## config.mk

```make
export PLATFORM = sky130hd
export DESIGN_NAME = carrier_biphase_mod
export DESIGN_NICKNAME = d
export VERILOG_FILES = /design/src/rtl/cbm_pkg.sv /design/src/rtl/cbm_carrier_gen.sv /design/src/rtl/cbm_bit_timer.sv /design/src/rtl/cbm_line_coder.sv /design/src/rtl/carrier_biphase_mod.sv
export SDC_FILE = /design/constraint.sdc
export NUM_CORES = 1
export LEC_CHECK = 0
export BUFFER_PORTS_ARGS = -buffer_cell sky130_fd_sc_hd__buf_2
export CAP_MARGIN = 40
export CORE_AREA = 4 4 100 102
export CTS_BUF_LIST = sky130_fd_sc_hd__clkbuf_16
export DETAILED_ROUTE_END_ITERATION = 16
export DIE_AREA = 0 0 104 106
export GPL_TIMING_DRIVEN = 0
export PLACE_DENSITY = 0.47
export SLEW_MARGIN = 30
export SYNTH_ARGS = -nofsm -noshare
export SYNTH_HDL_FRONTEND = slang
export SYNTH_SLANG_ARGS = --single-unit
```

## constraint.sdc

```tcl
create_clock -name clk -period 1.9 [get_ports clk]
set_clock_uncertainty 0.15 [all_clocks]
set_input_delay 0.19 -clock clk [delete_from_list [all_inputs] [get_ports clk]]
set_output_delay 0.19 -clock clk [all_outputs]
set_load 0.02 [all_outputs]
```

## src/rtl/cbm_pkg.sv

```systemverilog
package cbm_pkg;
  typedef enum logic [1:0] {
    MOD_CARRIER = 2'd0,
    MOD_MANCH   = 2'd1,
    MOD_BIPH    = 2'd2,
    MOD_RSVD    = 2'd3
  } mod_mode_e;
endpackage

```

## src/rtl/cbm_carrier_gen.sv

```systemverilog
// Carrier prescaler: a divider tick feeds a phase counter whose low bits
// form the fine step and whose top bits are compared against the duty value.
module cbm_carrier_gen #(
  parameter int DIV_W  = 4,
  parameter int STEP_W = 4,
  parameter int DUTY_W = 2
) (
  input  logic              clk,
  input  logic              rst,
  input  logic              clr,
  input  logic              en,
  input  logic [DIV_W-1:0]  div,
  input  logic [DUTY_W-1:0] duty,
  output logic              level,
  output logic              period_end
);
  localparam int PH_W = STEP_W + DUTY_W;

  logic [DIV_W-1:0] tick;
  logic [PH_W-1:0]  phase;
  logic             tick_wrap;

  assign tick_wrap  = (tick == div);
  assign period_end = tick_wrap && (phase == {PH_W{1'b1}});
  assign level      = (phase[PH_W-1 -: DUTY_W] < duty);

  always_ff @(posedge clk) begin
    if (rst || clr) begin
      tick  <= '0;
      phase <= '0;
    end else if (en) begin
      if (tick_wrap) begin
        tick  <= '0;
        phase <= phase + PH_W'(1);
      end else begin
        tick <= tick + DIV_W'(1);
      end
    end
  end
endmodule

```

## src/rtl/cbm_bit_timer.sv

```systemverilog
// Half-bit timer: marks second half, last cycle of a bit, and the cycle before it.
module cbm_bit_timer #(
  parameter int HALF_W = 8
) (
  input  logic              clk,
  input  logic              rst,
  input  logic              clr,
  input  logic              en,
  input  logic [HALF_W-1:0] half_len,
  output logic              second_half,
  output logic              bit_end,
  output logic              pre_end
);
  logic [HALF_W-1:0] hcnt;
  logic              half_q;
  logic              h_wrap;
  logic              short_half;

  assign h_wrap      = (hcnt == half_len);
  assign short_half  = (half_len == '0);
  assign second_half = half_q;
  assign bit_end     = half_q && h_wrap;
  assign pre_end     = (half_q && !short_half && (hcnt == half_len - HALF_W'(1)))
                    || (!half_q && short_half && (hcnt == '0));

  always_ff @(posedge clk) begin
    if (rst || clr) begin
      hcnt   <= '0;
      half_q <= 1'b0;
    end else if (en) begin
      if (h_wrap) begin
        hcnt   <= '0;
        half_q <= !half_q;
      end else begin
        hcnt <= hcnt + HALF_W'(1);
      end
    end
  end
endmodule

```

## src/rtl/cbm_line_coder.sv

```systemverilog
// Symbol former for Manchester and Biphase; keeps the line level across bits.
module cbm_line_coder (
  input  logic clk,
  input  logic rst,
  input  logic clr,
  input  logic en,
  input  logic biphase,
  input  logic data,
  input  logic second_half,
  input  logic bit_end,
  output logic sym
);
  logic last_lvl;
  logic first_lvl;
  logic man_sym;
  logic bip_sym;

  assign first_lvl = !last_lvl;
  assign man_sym   = second_half ? !data : data;
  assign bip_sym   = second_half ? (data ? first_lvl : !first_lvl) : first_lvl;
  assign sym       = biphase ? bip_sym : man_sym;

  always_ff @(posedge clk) begin
    if (rst || clr) begin
      last_lvl <= 1'b0;
    end else if (en && bit_end) begin
      last_lvl <= bip_sym;
    end
  end
endmodule

```

## src/rtl/carrier_biphase_mod.sv

```systemverilog
module carrier_biphase_mod
  import cbm_pkg::*;
#(
  parameter int DIV_W   = 4,
  parameter int STEP_W  = 4,
  parameter int DUTY_W  = 2,
  parameter int PULSE_W = 8,
  parameter int HALF_W  = 8,
  parameter int BITS_W  = 8
) (
  input  logic               clk,
  input  logic               rst,
  input  logic               start,
  input  logic [1:0]         mode,
  input  logic [DIV_W-1:0]   div_sel,
  input  logic [DUTY_W-1:0]  duty,
  input  logic [PULSE_W-1:0] pulse_cnt,
  input  logic [HALF_W-1:0]  half_len,
  input  logic [BITS_W-1:0]  bit_len,
  input  logic               ser_data,
  output logic               data_req,
  output logic               mod_out,
  output logic               done
);
  localparam int CNT_W = (PULSE_W > BITS_W) ? PULSE_W : BITS_W;

  mod_mode_e          mode_in;
  mod_mode_e          mode_q;
  logic [DIV_W-1:0]   div_q;
  logic [DUTY_W-1:0]  duty_q;
  logic [HALF_W-1:0]  half_q;
  logic [CNT_W-1:0]   units_left;
  logic [CNT_W-1:0]   load_cnt;
  logic               active;
  logic               cur_bit;
  logic               launch;
  logic               carrier_q;
  logic               coded_q;
  logic               car_level;
  logic               per_end;
  logic               second_half;
  logic               bit_end;
  logic               pre_end;
  logic               code_sym;
  logic               unit_end;
  logic               final_c;
  logic               sym_now;

  assign mode_in   = mod_mode_e'(mode);
  assign launch    = !active && start && (mode_in != MOD_RSVD);
  assign load_cnt  = (mode_in == MOD_CARRIER) ? CNT_W'(pulse_cnt) : CNT_W'(bit_len);
  assign carrier_q = (mode_q == MOD_CARRIER);
  assign coded_q   = !carrier_q;
  assign unit_end  = carrier_q ? per_end : bit_end;
  assign final_c   = active && unit_end && (units_left == CNT_W'(1));
  assign sym_now   = carrier_q ? car_level : code_sym;

  cbm_carrier_gen #(
    .DIV_W (DIV_W),
    .STEP_W(STEP_W),
    .DUTY_W(DUTY_W)
  ) i_car (
    .clk       (clk),
    .rst       (rst),
    .clr       (launch),
    .en        (active),
    .div       (div_q),
    .duty      (duty_q),
    .level     (car_level),
    .period_end(per_end)
  );

  cbm_bit_timer #(
    .HALF_W(HALF_W)
  ) i_btm (
    .clk        (clk),
    .rst        (rst),
    .clr        (launch),
    .en         (active),
    .half_len   (half_q),
    .second_half(second_half),
    .bit_end    (bit_end),
    .pre_end    (pre_end)
  );

  cbm_line_coder i_code (
    .clk        (clk),
    .rst        (rst),
    .clr        (launch),
    .en         (active && coded_q),
    .biphase    (mode_q == MOD_BIPH),
    .data       (cur_bit),
    .second_half(second_half),
    .bit_end    (bit_end),
    .sym        (code_sym)
  );

  always_ff @(posedge clk) begin
    if (rst) begin
      active     <= 1'b0;
      done       <= 1'b0;
      mod_out    <= 1'b0;
      data_req   <= 1'b0;
      units_left <= '0;
      mode_q     <= MOD_CARRIER;
      div_q      <= '0;
      duty_q     <= '0;
      half_q     <= '0;
      cur_bit    <= 1'b0;
    end else if (launch) begin
      mode_q     <= mode_in;
      div_q      <= div_sel;
      duty_q     <= duty;
      half_q     <= half_len;
      units_left <= load_cnt;
      cur_bit    <= ser_data;
      active     <= (load_cnt != '0);
      done       <= (load_cnt == '0);
      mod_out    <= 1'b0;
      data_req   <= 1'b0;
    end else if (active) begin
      mod_out  <= sym_now;
      data_req <= coded_q && pre_end && (units_left > CNT_W'(1));
      if (unit_end) begin
        units_left <= units_left - CNT_W'(1);
      end
      if (bit_end) begin
        cur_bit <= ser_data;
      end
      if (final_c) begin
        active <= 1'b0;
        done   <= 1'b1;
      end
    end else begin
      mod_out  <= 1'b0;
      data_req <= 1'b0;
    end
  end
endmodule

```

==> impl_summary.txt <==
----------------------------------------------------
[Run status]
  Result of the run ... complete, but fails checks
  Failing checks ... negative setup slack

[Critical path]
  Launching point of the worst reg2reg path ... i_btm.hcnt[2]$_SDFFE_PP0P_
  Critical path class ... register to register
  Arr. time, crit path ... 2.02 ns
  Worst R2R Setup Slack ... -0.12 ns
  Worst r2r path cells ... 7
  Maximum fanout count along the critical path ... 4
  Type of element capturing the critical path ... register
  R2r endpoint ... cur_bit$_SDFFE_PP0P_
  Element type at the critical path start ... register
  Worst EP required ... 1.90 ns

[Global route]
  Largest net degree at the start of global routing ... 15
  Total gr overflow ... 0
  Via count of the first global-routing pass ... 2569
  Number of antenna violations at the first check in global routing ... 0
  Wire length of the first global-routing pass ... 12400 µm
  Aggregate global-route resource usage ... 13.8%

[Detailed routing]
  Number of remaining DRC errors ... 0
  Top routing layer in use ... met4
  Initial DRC Count ... 70
  Initial DRT Pass Iterations ... 4
  Antenna violation net count after detailed routing ... 0
  Post-Route M1 WL ... 3640 µm
  Average detailed-routed wire length per instance ... 14.4 µm
  Detailed Route WL ... 7560 µm
  Routed met2 length ... 3690 µm
  Via count of the routed design ... 2607
  Met3 routed WL ... 198 µm
  Vias per cell ... 4.97

[Hold path]
  Class of the tightest hold or removal check ... primary input to register
  Worst-case hold path end point ... half_q[4]$_SDFFE_PP0P_
  Hold Startpoint ... half_len[4]
  Depth of the worst hold-timing path ... 3

[Synthesis]
  Mean post-synth cell area ... 8.28 µm²
  Total number of yosys warnings ... 0
  Synthesized area ... 2860 µm²
  Number of distinct library cell variants in the gate-level netlist after synthesis ... 54
  Share of synthesized area occupied by flip-flops and latches ... 34.3%
  Seq cells post-synth ... 49
  Count of mapped cells out of synthesis ... 345
  Number of nets produced by synthesis ... 390

[Finish]
  Antenna diodes ... 0
  Synthesis-to-finish area growth ... 32.1%
  Cell area after layout ... 3770 µm²
  Proportion of layout cells with a drive suffix above 1 ... 30.4%
  Number of standard cells in the final layout excluding fillers ... 525
  Fill count ... 976
  Number of nets in the layout ... 458

[Clocking]
  Total number of H-tree levels ... 2
  Total clock buffers created by CTS ... 5
  CTS tree ... built
  Insertion delay to the later sink of the worst-skew pair ... 0.28 ns
  Worst-path clk slew ... 0.07 ns
  Root buffer selected by CTS ... clkbuf_16
  Maximum clock insertion buffer count ... 2
  Number of sinks handled by clock tree synthesis ... 49

[STA]
  Fin. max-slew vios ... 0
  Worst path setup slack after routing ... -0.119 ns
  Transition time at the pin with the least slew margin ... 0.609 ns
  Highest clock frequency the design can meet ... 495 MHz
  Fraction of the cycle the final worst path needs ... 106%
  Post-layout minimum cycle time ... 2.02 ns
  Final-layout worst hold slack ... 0.00673 ns
  Total count of hold-check failures in the final report ... 0
  Count of final setup violators ... 7
  RSZ-0062 raised after global routing ... yes
  Headroom to the max-slew limit ... 59.4%

[Placement]
  Placement-stage cell area ... 3190 µm²
  Placed Instances ... 494
  Weighted congestion at the end of routability-driven global placement ... 0.752
  Number of buffers added on ports ... 38
  DP Wirelength ... 5660 µm

[Floorplanning]
  Chip Height ... 106 µm
  Starting density of the core ... 31.4%
  IO Pins ... 39
  Core footprint ... 9110 µm²
  Die area ... 11000 µm²
  Cell Rows ... 35
  Die Width ... 104 µm

[Power and ir drop]
  PwrDens ... 674 nW/µm²
  Largest voltage drop on the vdd net ... 0.364 mV
  Pleak ... 1.44 nW

[Job]
  Max-capacitance violation count ... 0

----------------------------------------------------
==> how the worst max path moves through the flow <==
stage | end | depth (start not counted) | startpoint
after global routing | data_req$_SDFF_PP0_ | 8 | half_q[0]$_SDFFE_PP0P_
final | cur_bit$_SDFFE_PP0P_ | 7 | i_btm.hcnt[2]$_SDFFE_PP0P_
after global placement | data_req$_SDFF_PP0_ | 8 | half_q[0]$_SDFFE_PP0P_
after floorplan | data_req$_SDFF_PP0_ | 8 | half_q[0]$_SDFFE_PP0P_
after detailed placement | units_left[5]$_SDFFE_PP0P_ | 6 | active$_SDFF_PP0_
after CTS | data_req$_SDFF_PP0_ | 8 | half_q[0]$_SDFFE_PP0P_
==> cells by family (layout without fill, tap and decap cells) <==
kind of cell / Yosys count / count (layout) / synth area share, %
DFF: 49 / 49 / 34.3
and+or+nand+nor: 142 / 142 / 25.3
AOI/OAI and AO/OA: 64 / 64 / 14.2
adders and majority gates: 9 / 9 / 3.94
muxes: 15 / 15 / 5.65
buffers and inverters: 31 / 100 / 4.82
xor gates and xnor gates: 35 / 35 / 11.8
==> through the flow <==
stage	worst slack (ns)	utilization, %	TNS, ns	total power [mW]
6_report	-0.119	41.4	-0.503	2.54
5_1_grt	-0.225	41.4	-1.25	2.67
4_1_cts	-0.170	39.8	-0.376	2.53
3_5_place_dp	-0.343	35.0	-10.83	1.62
3_3_place_gp	-0.355	35.0	-10.71	1.62
2_1_floorplan	0.00774	-	0	1.47
==> cell usage after synthesis, drive strengths merged <==
cell type / count / area share [%]
nand2: 52 / 6.8
dfxtp: 49 / 34
nor2: 31 / 4.2
a21oi: 25 / 4.4
xnor2: 21 / 7.5
o21ai: 18 / 3.5
xor2: 14 / 4.3
inv: 13 / 1.7
clkbuf: 12 / 1.6
nand3: 11 / 2.1
nand4: 11 / 2.4
nor3: 10 / 2.1
ha: 9 / 3.9
mux2i: 9 / 3.2
nor4: 7 / 2.6
buf: 6 / 1.5
mux2: 6 / 2.5
nand2b: 4 / 0.88
a31oi: 3 / 0.66
o211ai: 3 / 0.79
a211oi: 2 / 0.53
a21o: 2 / 0.53
and3: 2 / 0.44
and4: 2 / 0.61
nand3b: 2 / 0.53
nor2b: 2 / 0.44
nor3b: 2 / 0.53
o2111ai: 2 / 0.61
or3: 2 / 0.44
a2111oi: 1 / 0.53
a221oi: 1 / 0.53
a22oi: 1 / 0.26
a41oi: 1 / 0.31
and2: 1 / 0.22
and3b: 1 / 0.31
nor4b: 1 / 0.31
o21a: 1 / 0.26
o221ai: 1 / 0.31
o2bb2ai: 1 / 0.31
o311a: 1 / 0.35
o311ai: 1 / 0.31
or4: 1 / 0.39
==> power breakdown <==
group | internal [mW] | leakage [nW] | switching (mW) | total, mW
Combinational | 0.256 | 0.962 | 0.298 | 0.554
Sequential | 1.07 | 0.406 | 0.0624 | 1.14
Clock | 0.477 | 0.0687 | 0.374 | 0.851
Total | 1.81 | 1.44 | 0.735 | 2.54
==> sequential cells by signal, indices dropped and copies added, names as in the netlist, 2 cells and up <==
signal	cells
units_left	8
mode_q	2
half_q	8
i_car.phase	6
i_btm.hcnt	8
div_q	4
i_car.tick	4
duty_q	2
==> final cells by class <==
cell class	count	area, µm²	area share (%)
multi-input cells	265	1920	50.8
flip-flops and latches	49	1010	26.6
repair buffers	67	450	11.9
well taps	111	139	3.68
clock buffers	5	125	3.31
plain buffers	12	73.8	1.96
inverters	13	51.3	1.36
clock inverters	3	12.5	0.331
==> worst max-delay path, cell delays in order, from the launching register on <==
cell	delay, ns
dfxtp_2	0.32
buf_6	0.13
xnor2_4	0.17
nand4_1	0.10
or4_4	0.61
o21ai_4	0.17
mux2i_1	0.20
nor2_1	0.05
==> repair_timing <==
| item | 4_1_cts | 5_1_grt |
|---|---|---|
| pin swaps | 15 | 14 |
| buffers inserted | 8 | 10 |
| endpoints found under the hold margin | 11 | 0 |
| setup endpoints to repair | 46 | 38 |
| hold buffers | 11 | 0 |
| resized for setup | 37 | 28 |
==> layout by cell type (no fill, tap or decap), types with 3 or more instances in the layout <==
master and count:
a21oi_1 24, a31oi_1 3, buf_2 38, buf_4 14
buf_6 7, clkbuf_1 3, clkbuf_16 5, clkbuf_2 5
dfxtp_1 35, dfxtp_2 11, dfxtp_4 3, dlygate4sd3_1 11
ha_1 8, inv_1 11, mux2_2 4, mux2i_1 9
nand2_1 49, nand2b_1 4, nand3_1 9, nand4_1 11
nor2_1 27, nor2_2 3, nor3_1 7, nor4_1 5
o211ai_1 3, o21ai_0 10, o21ai_1 3, o21ai_2 3
xnor2_1 12, xnor2_2 6, xnor2_4 3, xor2_1 14
==> metal layers <==
| metal | up-vias | global-route usage, % |
|---|---|---|
| met5 | - | 0 |
| met2 | 25 | 24.3 |
| met3 | 2 | 2.55 |
| li1 | 1338 | - |
| met1 | 1242 | 17.6 |
| met4 | 0 | 2.85 |
Note: power is estimated with default switching activity, not from simulation.
